## config.mk

```make
export PLATFORM = sky130hd
export DESIGN_NAME = ocw_unit
export DESIGN_NICKNAME = d
export VERILOG_FILES = /design/src/rtl/ocw_pkg.sv /design/src/rtl/ocw_cmpreg.sv /design/src/rtl/ocw_refgen.sv /design/src/rtl/ocw_events.sv /design/src/rtl/ocw_unit.sv
export SDC_FILE = /design/constraint.sdc
export NUM_CORES = 1
export LEC_CHECK = 0
export ABC_AREA = 1
export BUFFER_PORTS_ARGS = -buffer_cell sky130_fd_sc_hd__buf_2
export CORE_ASPECT_RATIO = 0.6
export CORE_UTILIZATION = 45
export CTS_CLUSTER_DIAMETER = 120
export DETAILED_ROUTE_END_ITERATION = 16
export GPL_ROUTABILITY_DRIVEN = 0
export MAX_ROUTING_LAYER = met4
export PLACE_DENSITY = 0.75
export SLEW_MARGIN = 10
export SYNTH_ARGS = -nofsm -noshare
export SYNTH_HDL_FRONTEND = slang
export SYNTH_SLANG_ARGS = --single-unit
```

## constraint.sdc

```tcl
create_clock -name clk -period 2.4 [get_ports clk]
set_input_delay 0.6 -clock clk [delete_from_list [all_inputs] [get_ports clk]]
set_output_delay 0.6 -clock clk [all_outputs]
set_load 0.02 [all_outputs]
```

## src/rtl/ocw_pkg.sv

```systemverilog
package ocw_pkg;
  typedef enum logic [2:0] {
    OCM_HOLD   = 3'd0,
    OCM_SET    = 3'd1,
    OCM_CLR    = 3'd2,
    OCM_FLIP   = 3'd3,
    OCM_FRC_LO = 3'd4,
    OCM_FRC_HI = 3'd5,
    OCM_PWM_LT = 3'd6,
    OCM_PWM_GE = 3'd7
  } ocm_e;
endpackage

```

## src/rtl/ocw_cmpreg.sv

```systemverilog
module ocw_cmpreg #(
  parameter int W = 16
) (
  input  logic         clk,
  input  logic         rst,
  input  logic         wr,
  input  logic [W-1:0] wdata,
  input  logic         preload_en,
  input  logic         commit,
  output logic [W-1:0] act_q
);
  logic [W-1:0] shd_q;

  always_ff @(posedge clk) begin
    if (rst) begin
      shd_q <= '0;
      act_q <= '0;
    end else begin
      if (wr) shd_q <= wdata;
      if (wr && !preload_en)
        act_q <= wdata;
      else if (preload_en && commit)
        act_q <= shd_q;
    end
  end
endmodule

```

## src/rtl/ocw_refgen.sv

```systemverilog
module ocw_refgen
  import ocw_pkg::*;
#(
  parameter int W = 16
) (
  input  logic         clk,
  input  logic         rst,
  input  logic         en,
  input  logic [2:0]   mode,
  input  logic         hit,
  input  logic [W-1:0] cnt,
  input  logic [W-1:0] cmp,
  output logic         ref_nxt
);
  logic ref_q;
  logic below;
  ocm_e m;

  assign m     = ocm_e'(mode);
  assign below = (cnt < cmp);

  always_comb begin
    ref_nxt = ref_q;
    if (!en) begin
      ref_nxt = 1'b0;
    end else begin
      unique case (m)
        OCM_HOLD:   ref_nxt = ref_q;
        OCM_SET:    if (hit) ref_nxt = 1'b1;
        OCM_CLR:    if (hit) ref_nxt = 1'b0;
        OCM_FLIP:   if (hit) ref_nxt = !ref_q;
        OCM_FRC_LO: ref_nxt = 1'b0;
        OCM_FRC_HI: ref_nxt = 1'b1;
        OCM_PWM_LT: ref_nxt = below;
        OCM_PWM_GE: ref_nxt = !below;
        default:    ref_nxt = ref_q;
      endcase
    end
  end

  always_ff @(posedge clk) begin
    if (rst) ref_q <= 1'b0;
    else     ref_q <= ref_nxt;
  end
endmodule

```

## src/rtl/ocw_events.sv

```systemverilog
module ocw_events (
  input  logic clk,
  input  logic rst,
  input  logic hit,
  input  logic sw_gen,
  input  logic flag_clr,
  input  logic ie,
  input  logic trig_en,
  output logic flag_q,
  output logic irq_q,
  output logic trig_q
);
  logic flag_nxt;

  // A set in the same cycle as a clear wins.
  assign flag_nxt = hit | (flag_q & ~flag_clr);

  always_ff @(posedge clk) begin
    if (rst) begin
      flag_q <= 1'b0;
      irq_q  <= 1'b0;
      trig_q <= 1'b0;
    end else begin
      flag_q <= flag_nxt;
      irq_q  <= flag_nxt & ie;
      trig_q <= trig_en & (hit | sw_gen);
    end
  end
endmodule

```

## src/rtl/ocw_unit.sv

```systemverilog
module ocw_unit #(
  parameter int CNT_W = 16
) (
  input  logic             clk,
  input  logic             rst,
  input  logic             chan_en,
  input  logic             cnt_tick,
  input  logic [CNT_W-1:0] cnt_val,
  input  logic             upd_evt,
  input  logic             upd_en,
  input  logic             upd_ovf_src,
  input  logic             sw_gen,
  input  logic [2:0]       mode_sel,
  input  logic             pol_low,
  input  logic             preload_en,
  input  logic             cmp_wr,
  input  logic [CNT_W-1:0] cmp_wdata,
  input  logic             match_ie,
  input  logic             flag_clr,
  input  logic             pwm_exp_en,
  input  logic             trig_exp_en,
  output logic             wave_out,
  output logic             match_flag,
  output logic             irq,
  output logic             trig_exp,
  output logic             pwm_exp,
  output logic [CNT_W-1:0] cmp_cur
);
  logic hit;
  logic upd_commit;
  logic commit;
  logic ref_nxt;
  logic wave_nxt;

  assign hit        = chan_en & cnt_tick & (cnt_val == cmp_cur);
  assign upd_commit = upd_evt & upd_en & upd_ovf_src;
  assign commit     = hit | sw_gen | upd_commit;

  ocw_cmpreg #(.W(CNT_W)) u_cmp (
    .clk        (clk),
    .rst        (rst),
    .wr         (cmp_wr),
    .wdata      (cmp_wdata),
    .preload_en (preload_en),
    .commit     (commit),
    .act_q      (cmp_cur)
  );

  ocw_refgen #(.W(CNT_W)) u_ref (
    .clk     (clk),
    .rst     (rst),
    .en      (chan_en),
    .mode    (mode_sel),
    .hit     (hit),
    .cnt     (cnt_val),
    .cmp     (cmp_cur),
    .ref_nxt (ref_nxt)
  );

  ocw_events u_evt (
    .clk      (clk),
    .rst      (rst),
    .hit      (hit),
    .sw_gen   (sw_gen),
    .flag_clr (flag_clr),
    .ie       (match_ie),
    .trig_en  (trig_exp_en),
    .flag_q   (match_flag),
    .irq_q    (irq),
    .trig_q   (trig_exp)
  );

  // Polarity applies after the mode logic; a disabled channel gives 0 from refgen.
  assign wave_nxt = ref_nxt ^ pol_low;

  always_ff @(posedge clk) begin
    if (rst) begin
      wave_out <= 1'b0;
      pwm_exp  <= 1'b0;
    end else begin
      wave_out <= wave_nxt;
      pwm_exp  <= wave_nxt & pwm_exp_en;
    end
  end
endmodule

```

==> results of run 1 <==
[cell type report]
type                    instances  area (um2)  share of cell area (%)
clock buffers                   5        68.8                    2.48
clock inverters                 3        40.0                    1.44
inverters                      45         169                    6.08
multi-input cells             195        1200                    43.4
flip-flops and latches         38         768                    27.6
well taps                      60        75.1                    2.70
repair buffers                 82         453                    16.3
[sequential cells by signal (all words and copies together), names as in the netlist]
register,flops
u_cmp.act_q,16
wave_out,1
u_evt.irq_q,1
u_evt.flag_q,1
pwm_exp,1
u_ref.ref_q,1
u_cmp.shd_q,16
u_evt.trig_q,1
[Yosys cell counts, types with 2 or more instances]
master | number | area (um2)
ha_1 | 18 | 225
nand2_1 | 55 | 206
nand3_1 | 8 | 40.0
inv_1 | 42 | 158
inv_2 | 3 | 11.3
nor2_2 | 2 | 12.5
o21ai_2 | 4 | 35.0
a21oi_2 | 8 | 70.1
buf_2 | 2 | 10.0
o21ai_0 | 29 | 145
nor2_1 | 23 | 86.3
a21oi_1 | 23 | 115
buf_6 | 3 | 33.8
nor2_4 | 2 | 22.5
clkbuf_1 | 5 | 18.8
o21ai_1 | 11 | 55.1
dfxtp_1 | 38 | 761
nor3_1 | 2 | 10.0
nand2_2 | 3 | 18.8
[stage by stage]
step / setup TNS (ns) / instances / hold WS [ns] / setup slack, ns
after floorplan: 0 / 289 / 0.463 / 0.0873
after global placement: -0.124 / 418 / 0.463 / -0.0542
after detailed placement: -0.324 / 418 / 0.471 / -0.124
after CTS: 0 / 426 / 0.482 / 0.171
after global routing: -0.0851 / 428 / 0.499 / -0.0398
final: 0 / 428 / 0.476 / 0.167
[how the worst max path moves through the flow]
| stage | to | slack (ns) |
|---|---|---|
| floorplan | pwm_exp$_SDFF_PP0_ | 0.09 |
| global placement | pwm_exp$_SDFF_PP0_ | -0.05 |
| detailed placement | wave_out$_SDFF_PP0_ | -0.12 |
| CTS | wave_out$_SDFF_PP0_ | 0.17 |
| global route | pwm_exp$_SDFF_PP0_ | -0.04 |
| finish | wave_out$_SDFF_PP0_ | 0.17 |
[kinds of logic (layout without fill, tap and decap cells)]
| logic type | Yosys count | count (layout) | synth area share (%) |
|---|---|---|---|
| simple gates | 98 | 98 | 20.4 |
| fa+ha+maj | 18 | 18 | 10.7 |
| compound gates | 79 | 79 | 21.5 |
| flops | 38 | 38 | 36.1 |
| buf+inv | 56 | 135 | 11.2 |
[worst min-delay path: stages, from the launching register on]
cell	delay [ns]
dfxtp_2	0.32
inv_1	0.06
a21oi_1	0.06
[repair_timing]
action	4_1_cts	5_1_grt
setup buffers	0	2
gates resized for setup	0	24
hold buffers	0	0
endpoints found under the setup margin	0	3
[power breakdown]
group | internal [mW] | leakage [nW] | switching (mW) | total [mW]
logic | 0.167 | 1.03 | 0.238 | 0.405
registers | 0.678 | 0.317 | 0.0217 | 0.700
clock network | 0.306 | 0.0579 | 0.235 | 0.541
total | 1.15 | 1.40 | 0.495 | 1.65
[per-layer routing]
| metal | vias up | wire length (um) |
|---|---|---|
| li1 | 1087 | - |
| met1 | 879 | 2670 |
| met2 | 64 | 1970 |
| met3 | 5 | 321 |
| met4 | 0 | 29 |
| met5 | - | 0 |
==> reports/summary.txt, run 1 <==
status -> completed
Setup crit start -> cnt_val[8]
I/O Pins -> 71
Inserted Diodes -> 0
hpwl dp -> 3.77 mm
total power -> 1.65 mW
Lkg Pwr -> 1.40 nW
max-slew violation count -> 0
post-layout instance area -> 2780 um2
first-pass GRT wire length -> 8.15 mm
Vias -> 2035
share of the core filled with cells -> 64.6%
ratio of final minimum period to clock period -> 93.0%
WP data required -> 2.60 ns
critical path class -> in -> reg
Fin. Hold Viols -> 0
synth warn -> 0
RR Startpoint -> u_cmp.act_q[11]$_SDFFE_PP0P_
later-pin clock latency in the skew report -> 0.29 ns
Synth Net Count -> 357
commonest non-fill, non-tap cells in the layout -> buf_2 (70), nand2_1 (52), inv_1 (37), dfxtp_1 (32), o21ai_0 (28)
Initial Util -> 49.0%
Crit Path Max Fanout -> 2
CTS Buf Count -> 5
Slew @ Worst Pin -> 0.402 ns
Top Family by Delay on Critical Path -> simple AND/OR/NAND/NOR gates
Reg clk slew, reported paths -> 0.08 ns
CTS tree -> yes
area growth from synthesis to layout -> 32.0%
Fill cells -> 399
Startpoint Class -> input port
Routed wire per std cell -> 11.7 um
commonest non-fill, non-tap cell in the layout -> buf_2
count of cell types in the netlist -> 27
core area -> 4300 um2
WL final -> 4.99 mm
max-cap violation count -> 0
Worst Hold Endpoint -> u_cmp.act_q[8]$_SDFFE_PP0P_
CTS Sinks -> 38
PwrDens -> 592 nW/um2
Most common cell on crit path -> nand2_2
delay of the slowest critical-path stage -> 0.27 ns
largest net degree at the start of global routing -> 35
GRT met3 Usage -> 5.60%
Final min period -> 2.23 ns
H-tree levels -> 2
initial drt markers -> 70
Post-DRT Antenna Nets -> 0
gr usage total -> 22.2%
M1 GR Usage -> 30.2%
reg2reg path depth -> 16
nets@finish -> 435
Worst Path Buf+Inv -> 3
hold path startpoint -> u_cmp.act_q[8]$_SDFFE_PP0P_
GRT Residual Overflow -> 0
fmax -> 448 MHz
initial antenna violation count -> 0
vias in the first global route -> 1811
worst hold-check path type -> reg -> reg
dominant synthesized flop cell -> dfxtp_1
Rel. slew slack -> 72.9%
worst ir drop on vdd -> 0.000351 V
Die Ht -> 55.0 um
async set-reset flop share out of synthesis -> 0%
port bufs -> 70
dpl cell area -> 2550 um2
clock skew -> 0.00352 ns
num rows -> 18
die area -> 4970 um2
drc violations -> 0
CTS Root Cell -> clkbuf_8
CP Depth -> 16
Synth Area per Inst -> 7.29 um2
final setup fails -> 0
Die X -> 90.3 um
hold path depth -> 2
layout cell share with drive strength beyond 1 -> 37.2%
vias per cell -> 4.75
register area share after synthesis -> 36.1%
GR peak layer -> met2
setup slack, reg-to-reg -> 0.17 ns
met2 Use GR -> 33.3%
Worst Path Arrival -> 2.43 ns
CP cell instances -> buf_2, ha_1, nand2_1, nor2_2, nand2_2, nor3_4, inv_2, ha_1, nand3_1, nand2_1, a21oi_2, nand3_2, nand2_2, nand2_2, nand3_2, inv_1
Post-Synthesis Cell Area -> 2110 um2
first-pass iteration count of the detailed router -> 4
Cells after Synth -> 289
reg2reg end -> wave_out$_SDFF_PP0_
maximum root-to-sink buffer count -> 2
Critical-path top delay cell -> ha_1
CP Capture Type -> flop
register bit total from synthesis -> 38
number of flops mapped to enable cells by yosys -> 0
No activity file was read; power rests on OpenSTA's default activity.
==> run 2: changes to the inputs <==
==> constraint.sdc (replaced) <==
create_clock -name clk -period 2.4 [get_ports clk]
set_input_delay 0.12 -clock clk [delete_from_list [all_inputs] [get_ports clk]]
set_output_delay 0.12 -clock clk [all_outputs]
set_load 0.02 [all_outputs]
==> run 2 against run 1 <==
Compared with the run above:
- sequential share of layout area rose by 0.71 points
- count of clock-buffer cells in the layout increased by 1
- die area unchanged
- global-route usage shrank 0.51 points
- critical path depth unchanged
- via count shrank 0.69%
- critical path type is now reg -> reg
- largest cell class unchanged
==> reports/summary.txt, run 2 (synthesis gave the netlist of run 1 again) <==
CTS tree -> yes (unchanged)
Worst Path Buf+Inv -> 2 (was 3)
first-pass iteration count of the detailed router -> 4 (unchanged)
ratio of final minimum period to clock period -> 93.1% (was 93.0%)
Routed wire per std cell -> 11.7 um (about the same)
initial drt markers -> 99 (was 70)
worst hold-check path type -> in -> reg (was reg -> reg)
max-slew violation count -> 0 (unchanged)
Vias -> 2021 (was 2035)
delay of the slowest critical-path stage -> 0.33 ns (was 0.27 ns)
Initial Util -> 49.0% (unchanged)
port bufs -> 70 (unchanged)
Final min period -> 2.23 ns (about the same)
Lkg Pwr -> 1.37 nW (was 1.40 nW)
fmax -> 448 MHz (about the same)
CTS Buf Count -> 5 (unchanged)
area growth from synthesis to layout -> 28.0% (was 32.0%)
H-tree levels -> 2 (unchanged)
Top Family by Delay on Critical Path -> simple AND/OR/NAND/NOR gates (unchanged)
worst ir drop on vdd -> 0.000282 V (was 0.000351 V)
maximum root-to-sink buffer count -> 2 (unchanged)
CTS Root Cell -> clkbuf_8 (unchanged)
CP Capture Type -> flop (unchanged)
Most common cell on crit path -> nand2_1 (was nand2_2)
Rel. slew slack -> 63.3% (was 72.9%)
pre-CTS WS -> 0.122 ns (was -0.124 ns)
commonest non-fill, non-tap cells in the layout -> buf_2 (70), nand2_1 (54), inv_1 (39), dfxtp_1 (35), o21ai_0 (28) (was buf_2 (70), nand2_1 (52), inv_1 (37), dfxtp_1 (32), o21ai_0 (28))
layout cell share with drive strength beyond 1 -> 33.8% (was 37.2%)
first-pass GRT wire length -> 7.95 mm (was 8.15 mm)
Post-DRT Antenna Nets -> 0 (unchanged)
biggest regs -> u_cmp.act_q: 16 flops, u_cmp.shd_q: 16 flops (unchanged)
final setup margin -> 0.167 ns (about the same)
total power -> 1.55 mW (was 1.65 mW)
post-layout instance area -> 2700 um2 (was 2780 um2)
nets@finish -> 431 (was 435)
vias per cell -> 4.77 (was 4.75)
vias in the first global route -> 1772 (was 1811)
Inserted Diodes -> 0 (unchanged)
Inst Count DP -> 413 (was 418)
Crit Path Max Fanout -> 3 (was 2)
initial antenna violation count -> 0 (unchanged)
gr usage total -> 21.7% (was 22.2%)
Non-Filler Instances -> 424 (was 428)
Die Ht -> 55.0 um (unchanged)
later-pin clock latency in the skew report -> 0.29 ns (about the same)
Startpoint Class -> flop (was input port)
hpwl dp -> 3.90 mm (was 3.77 mm)
final setup fails -> 0 (unchanged)
I/O Pins -> 71 (unchanged)
hold buffers post-CTS -> 0 (unchanged)
clock skew -> 0.00383 ns (was 0.00352 ns)
num rows -> 18 (unchanged)
Reg clk slew, reported paths -> 0.08 ns (about the same)
die area -> 4970 um2 (unchanged)
status -> completed (unchanged)
CTS Sinks -> 38 (unchanged)
WL final -> 4.98 mm (was 4.99 mm)
dpl cell area -> 2510 um2 (was 2550 um2)
CP cell instances -> inv_1, ha_4, nand2_2, nor2_4, nand2_2, nor3_4, inv_2, ha_1, nand3_1, nand2_1, a21oi_2, nand3_2, nand2_1, nand2_1, nand3_1, nor2_1 (was buf_2, ha_1, nand2_1, nor2_2, nand2_2, nor3_4, inv_2, ha_1, nand3_1, nand2_1, a21oi_2, nand3_2, nand2_2, nand2_2, nand3_2, inv_1)
PwrDens -> 575 nW/um2 (was 592 nW/um2)
GRT Residual Overflow -> 0 (unchanged)
Fin. Hold Viols -> 0 (unchanged)
critical path class -> reg -> reg (was in -> reg)
Worst Path Arrival -> 2.42 ns (was 2.43 ns)
share of the core filled with cells -> 62.7% (was 64.6%)
drc violations -> 0 (unchanged)
Die X -> 90.3 um (unchanged)
WP data required -> 2.58 ns (was 2.60 ns)
commonest non-fill, non-tap cell in the layout -> buf_2 (unchanged)
max-cap violation count -> 0 (unchanged)
Slew @ Worst Pin -> 0.550 ns (was 0.402 ns)
core area -> 4300 um2 (unchanged)
largest net degree at the start of global routing -> 28 (was 35)
Critical-path top delay cell -> dfxtp_1 (was ha_1)
run 2: worst paths after layout:
| kind | slack, ns | cells after the start | end | startpoint |
|---|---|---|---|---|
| max | 0.17 | 16 | pwm_exp$_SDFF_PP0_ | u_cmp.act_q[13]$_SDFFE_PP0P_ |
| min | 0.03 | 2 | u_ref.ref_q$_SDFF_PP0_ | rst |
| max reg2reg | 0.17 | 16 | pwm_exp$_SDFF_PP0_ | u_cmp.act_q[13]$_SDFFE_PP0P_ |
| min reg2reg | 0.48 | 2 | u_cmp.act_q[4]$_SDFFE_PP0P_ | u_cmp.act_q[4]$_SDFFE_PP0P_ |
run 2: what timing repair did:
action,4_1_cts,5_1_grt
resized for setup,0,14
buffers inserted,0,3
endpoints found under the setup margin,0,3
run 2: layer usage:
layer  vias up  share of wire [%]  global-route usage [%]
met2        48                 41                    32.6
met3         2                6.4                    5.19
met4         0               0.48                    7.26
met1       892                 52                    29.1
met5         -                  0                       -
li1       1079                  -                       -
run 2: layout make-up:
class                           count  area (um2)
Clock buffer                        6        82.6
Clock inverter                      2        12.5
Fill cell                         418        1610
Inverter                           45         169
Multi-Input combinational cell    195        1170
Sequential cell                    38         764
Tap cell                           60        75.1
Timing Repair Buffer               78         423
run 2: power breakdown:
part           total [mW]  switching (mW)  internal [mW]
combinational       0.390           0.233          0.157
clock               0.463           0.232          0.231
sequential          0.698          0.0207          0.677
total                1.55           0.486           1.07
run 2: worst reg2reg max path: cells and delay by family (launching register included):
family | cells | cell delay [ns]
AND/OR/NAND/NOR | 11 | 0.98
adder cells (fa/ha/maj) | 2 | 0.55
flip-flops | 1 | 0.33
buffers and inverters | 2 | 0.14
AO/OA/AOI/OAI | 1 | 0.13
run 2: metrics by stage:
step                      TNS, ns  hold WS [ns]
final                           0        0.0261
after global routing      -0.0637        0.0310
after detailed placement        0         0.330
after floorplan                 0         0.192
after global placement          0         0.343
after CTS                       0        0.0205
==> run 3: changes to the inputs <==
CORE_UTILIZATION = 50   (was 45)
PLACE_DENSITY = 0.79   (was 0.75)
clock period = 2.2 ns   (was 2.4 ns; I/O delays follow)
==> run 3 against run 2 <==
Compared with the run above:
- the flow now finishes with violations (negative setup slack)
- largest cell class unchanged
- worst hold slack lost 0.014 ns
- final cell count grew 1.7%
- clock power grew 3%
- fmax shrank 0.51%
- power grew 15%
- setup slack lost 0.21 ns
- non-clock buffer count grew 12
- combinational power grew 36%
==> reports/summary.txt, run 3 (synthesis gave the netlist of run 1 again) <==
Rel. slew slack -> 53.7% (was 63.3%)
vias per cell -> 5.07 (was 4.77)
gr usage total -> 25.7% (was 21.7%)
I/O Pins -> 71 (unchanged)
largest net degree at the start of global routing -> 28 (unchanged)
Startpoint Class -> flop (unchanged)
post-layout instance area -> 2950 um2 (was 2700 um2)
Fin. Hold Viols -> 0 (unchanged)
final setup fails -> 2 (was 0)
Worst Path Buf+Inv -> 2 (unchanged)
critical path class -> reg -> reg (unchanged)
delay of the slowest critical-path stage -> 0.35 ns (was 0.33 ns)
share of the core filled with cells -> 76.5% (was 62.7%)
Non-Filler Instances -> 431 (was 424)
Inst Count DP -> 412 (was 413)
worst hold-check path type -> in -> reg (unchanged)
Inserted Diodes -> 0 (unchanged)
nets@finish -> 443 (was 431)
WP data required -> 2.42 ns (was 2.58 ns)
dpl cell area -> 2530 um2 (was 2510 um2)
ratio of final minimum period to clock period -> 102% (was 93.1%)
Post-DRT Antenna Nets -> 0 (unchanged)
biggest regs -> u_cmp.act_q: 16 flops, u_cmp.shd_q: 16 flops (unchanged)
Worst Path Arrival -> 2.47 ns (was 2.42 ns)
drc violations -> 0 (unchanged)
Critical-path top delay cell -> dfxtp_2 (was dfxtp_1)
commonest non-fill, non-tap cell in the layout -> buf_2 (unchanged)
Final min period -> 2.24 ns (was 2.23 ns)
Final TNS setup -> -0.0458 ns (was 0 ns)
vias in the first global route -> 1791 (was 1772)
Fill cells -> 267 (was 418)
H-tree levels -> 2 (unchanged)
num rows -> 17 (was 18)
status -> finished with violations (was completed)
failing checks -> negative setup slack
Routed wire per std cell -> 14.3 um (was 11.7 um)
CP Capture Type -> flop (unchanged)
commonest non-fill, non-tap cells in the layout -> buf_2 (70), nand2_1 (49), inv_1 (29), o21ai_0 (28), dfxtp_1 (26) (was buf_2 (70), nand2_1 (54), inv_1 (39), dfxtp_1 (35), o21ai_0 (28))
area growth from synthesis to layout -> 39.9% (was 28.0%)
Lkg Pwr -> 1.44 nW (was 1.37 nW)
CTS tree -> yes (unchanged)
later-pin clock latency in the skew report -> 0.29 ns (about the same)
first-pass iteration count of the detailed router -> 5 (was 4)
max-slew violation count -> 0 (unchanged)
core area -> 3850 um2 (was 4300 um2)
WHS -> 0.0120 ns (was 0.0261 ns)
WL final -> 6.17 mm (was 4.98 mm)
hold path depth -> 2 (unchanged)
Vias -> 2184 (was 2021)
CTS Sinks -> 38 (unchanged)
final setup margin -> -0.0448 ns (was 0.167 ns)
GRT Residual Overflow -> 0 (unchanged)
worst ir drop on vdd -> 0.000301 V (was 0.000282 V)
port bufs -> 70 (unchanged)
Die Ht -> 52.3 um (was 55.0 um)
first-pass GRT wire length -> 8.42 mm (was 7.95 mm)
Top Family by Delay on Critical Path -> simple AND/OR/NAND/NOR gates (unchanged)
Reg clk slew, reported paths -> 0.08 ns (about the same)
RSZ-0062 raised after global routing -> true
layout cell share with drive strength beyond 1 -> 45.7% (was 33.8%)
maximum root-to-sink buffer count -> 2 (unchanged)
pre-CTS WS -> -0.0626 ns (was 0.122 ns)
initial antenna violation count -> 0 (unchanged)
CP Depth -> 15 (was 16)
clock skew -> 0.00766 ns (was 0.00383 ns)
max-cap violation count -> 0 (unchanged)
Crit Path Max Fanout -> 2 (was 3)
die area -> 4480 um2 (was 4970 um2)
Most common cell on crit path -> nand2_2 (was nand2_1)
CTS Buf Count -> 5 (unchanged)
Die X -> 85.8 um (was 90.3 um)
Initial Util -> 54.7% (was 49.0%)
Slew @ Worst Pin -> 0.694 ns (was 0.550 ns)
hpwl dp -> 3.82 mm (was 3.90 mm)
CP cell instances -> inv_4, ha_4, nand2_4, nor2_4, nand2_2, nor3_4, inv_2, ha_4, a211oi_2, a21oi_2, nand3_2, nand2_2, nand2_2, nand3_2, nor2_1 (was inv_1, ha_4, nand2_2, nor2_4, nand2_2, nor3_4, inv_2, ha_1, nand3_1, nand2_1, a21oi_2, nand3_2, nand2_1, nand2_1, nand3_1, nor2_1)
fmax -> 445 MHz (was 448 MHz)
initial drt markers -> 120 (was 99)
reg2reg path depth -> 15 (was 16)
CTS Root Cell -> clkbuf_8 (unchanged)
PwrDens -> 604 nW/um2 (was 575 nW/um2)
total power -> 1.78 mW (was 1.55 mW)
## run 3: cell count changes in the layout (fill, tap and decap cells not counted), moves of 9 or more
cell     previous run  this run
buf_4               7        19
inv_1              39        29
dfxtp_2             3        12
dfxtp_1            35        26
## run 3: final timing paths
| path | from | slack (ns) | end |
|---|---|---|---|
| worst max-delay path | u_cmp.act_q[15]$_SDFFE_PP0P_ | -0.04 | pwm_exp$_SDFF_PP0_ |
| worst max register to register | u_cmp.act_q[15]$_SDFFE_PP0P_ | -0.04 | pwm_exp$_SDFF_PP0_ |
| worst min register to register | u_cmp.act_q[8]$_SDFFE_PP0P_ | 0.48 | u_cmp.act_q[8]$_SDFFE_PP0P_ |
| worst min-delay path | rst | 0.01 | u_ref.ref_q$_SDFF_PP0_ |
## run 3: what timing repair did
item / in CTS / in global routing
hold buffers: 0 / 0
gates resized for setup: 23 / 31
setup buffers: 5 / 8
pin swaps: 14 / 16
setup endpoints to repair: 2 / 17
## run 3: area by class of cell
cell class	instances	area [um2]	share of cell area, %
Multi-Input combinational cell	195	1330	45.0
Sequential cell	38	776	26.3
Timing Repair Buffer	90	513	17.4
Inverter	45	176	5.99
Clock buffer	6	82.6	2.80
Tap cell	57	71.3	2.42
## run 3: per-layer routing
metal | vias up | part of all wire (%) | global-route usage (%)
met2 | 106 | 45 | 37.1
met5 | - | 0 | -
met4 | 0 | 1.1 | 8.06
li1 | 1104 | - | -
met1 | 964 | 47 | 36.4
met3 | 10 | 6.4 | 4.88
## run 3: power by group
part	switching [mW]	leakage (nW)	internal, mW
combinational	0.308	1.08	0.223
sequential	0.0273	0.319	0.742
clock	0.236	0.0431	0.242
total	0.571	1.44	1.21
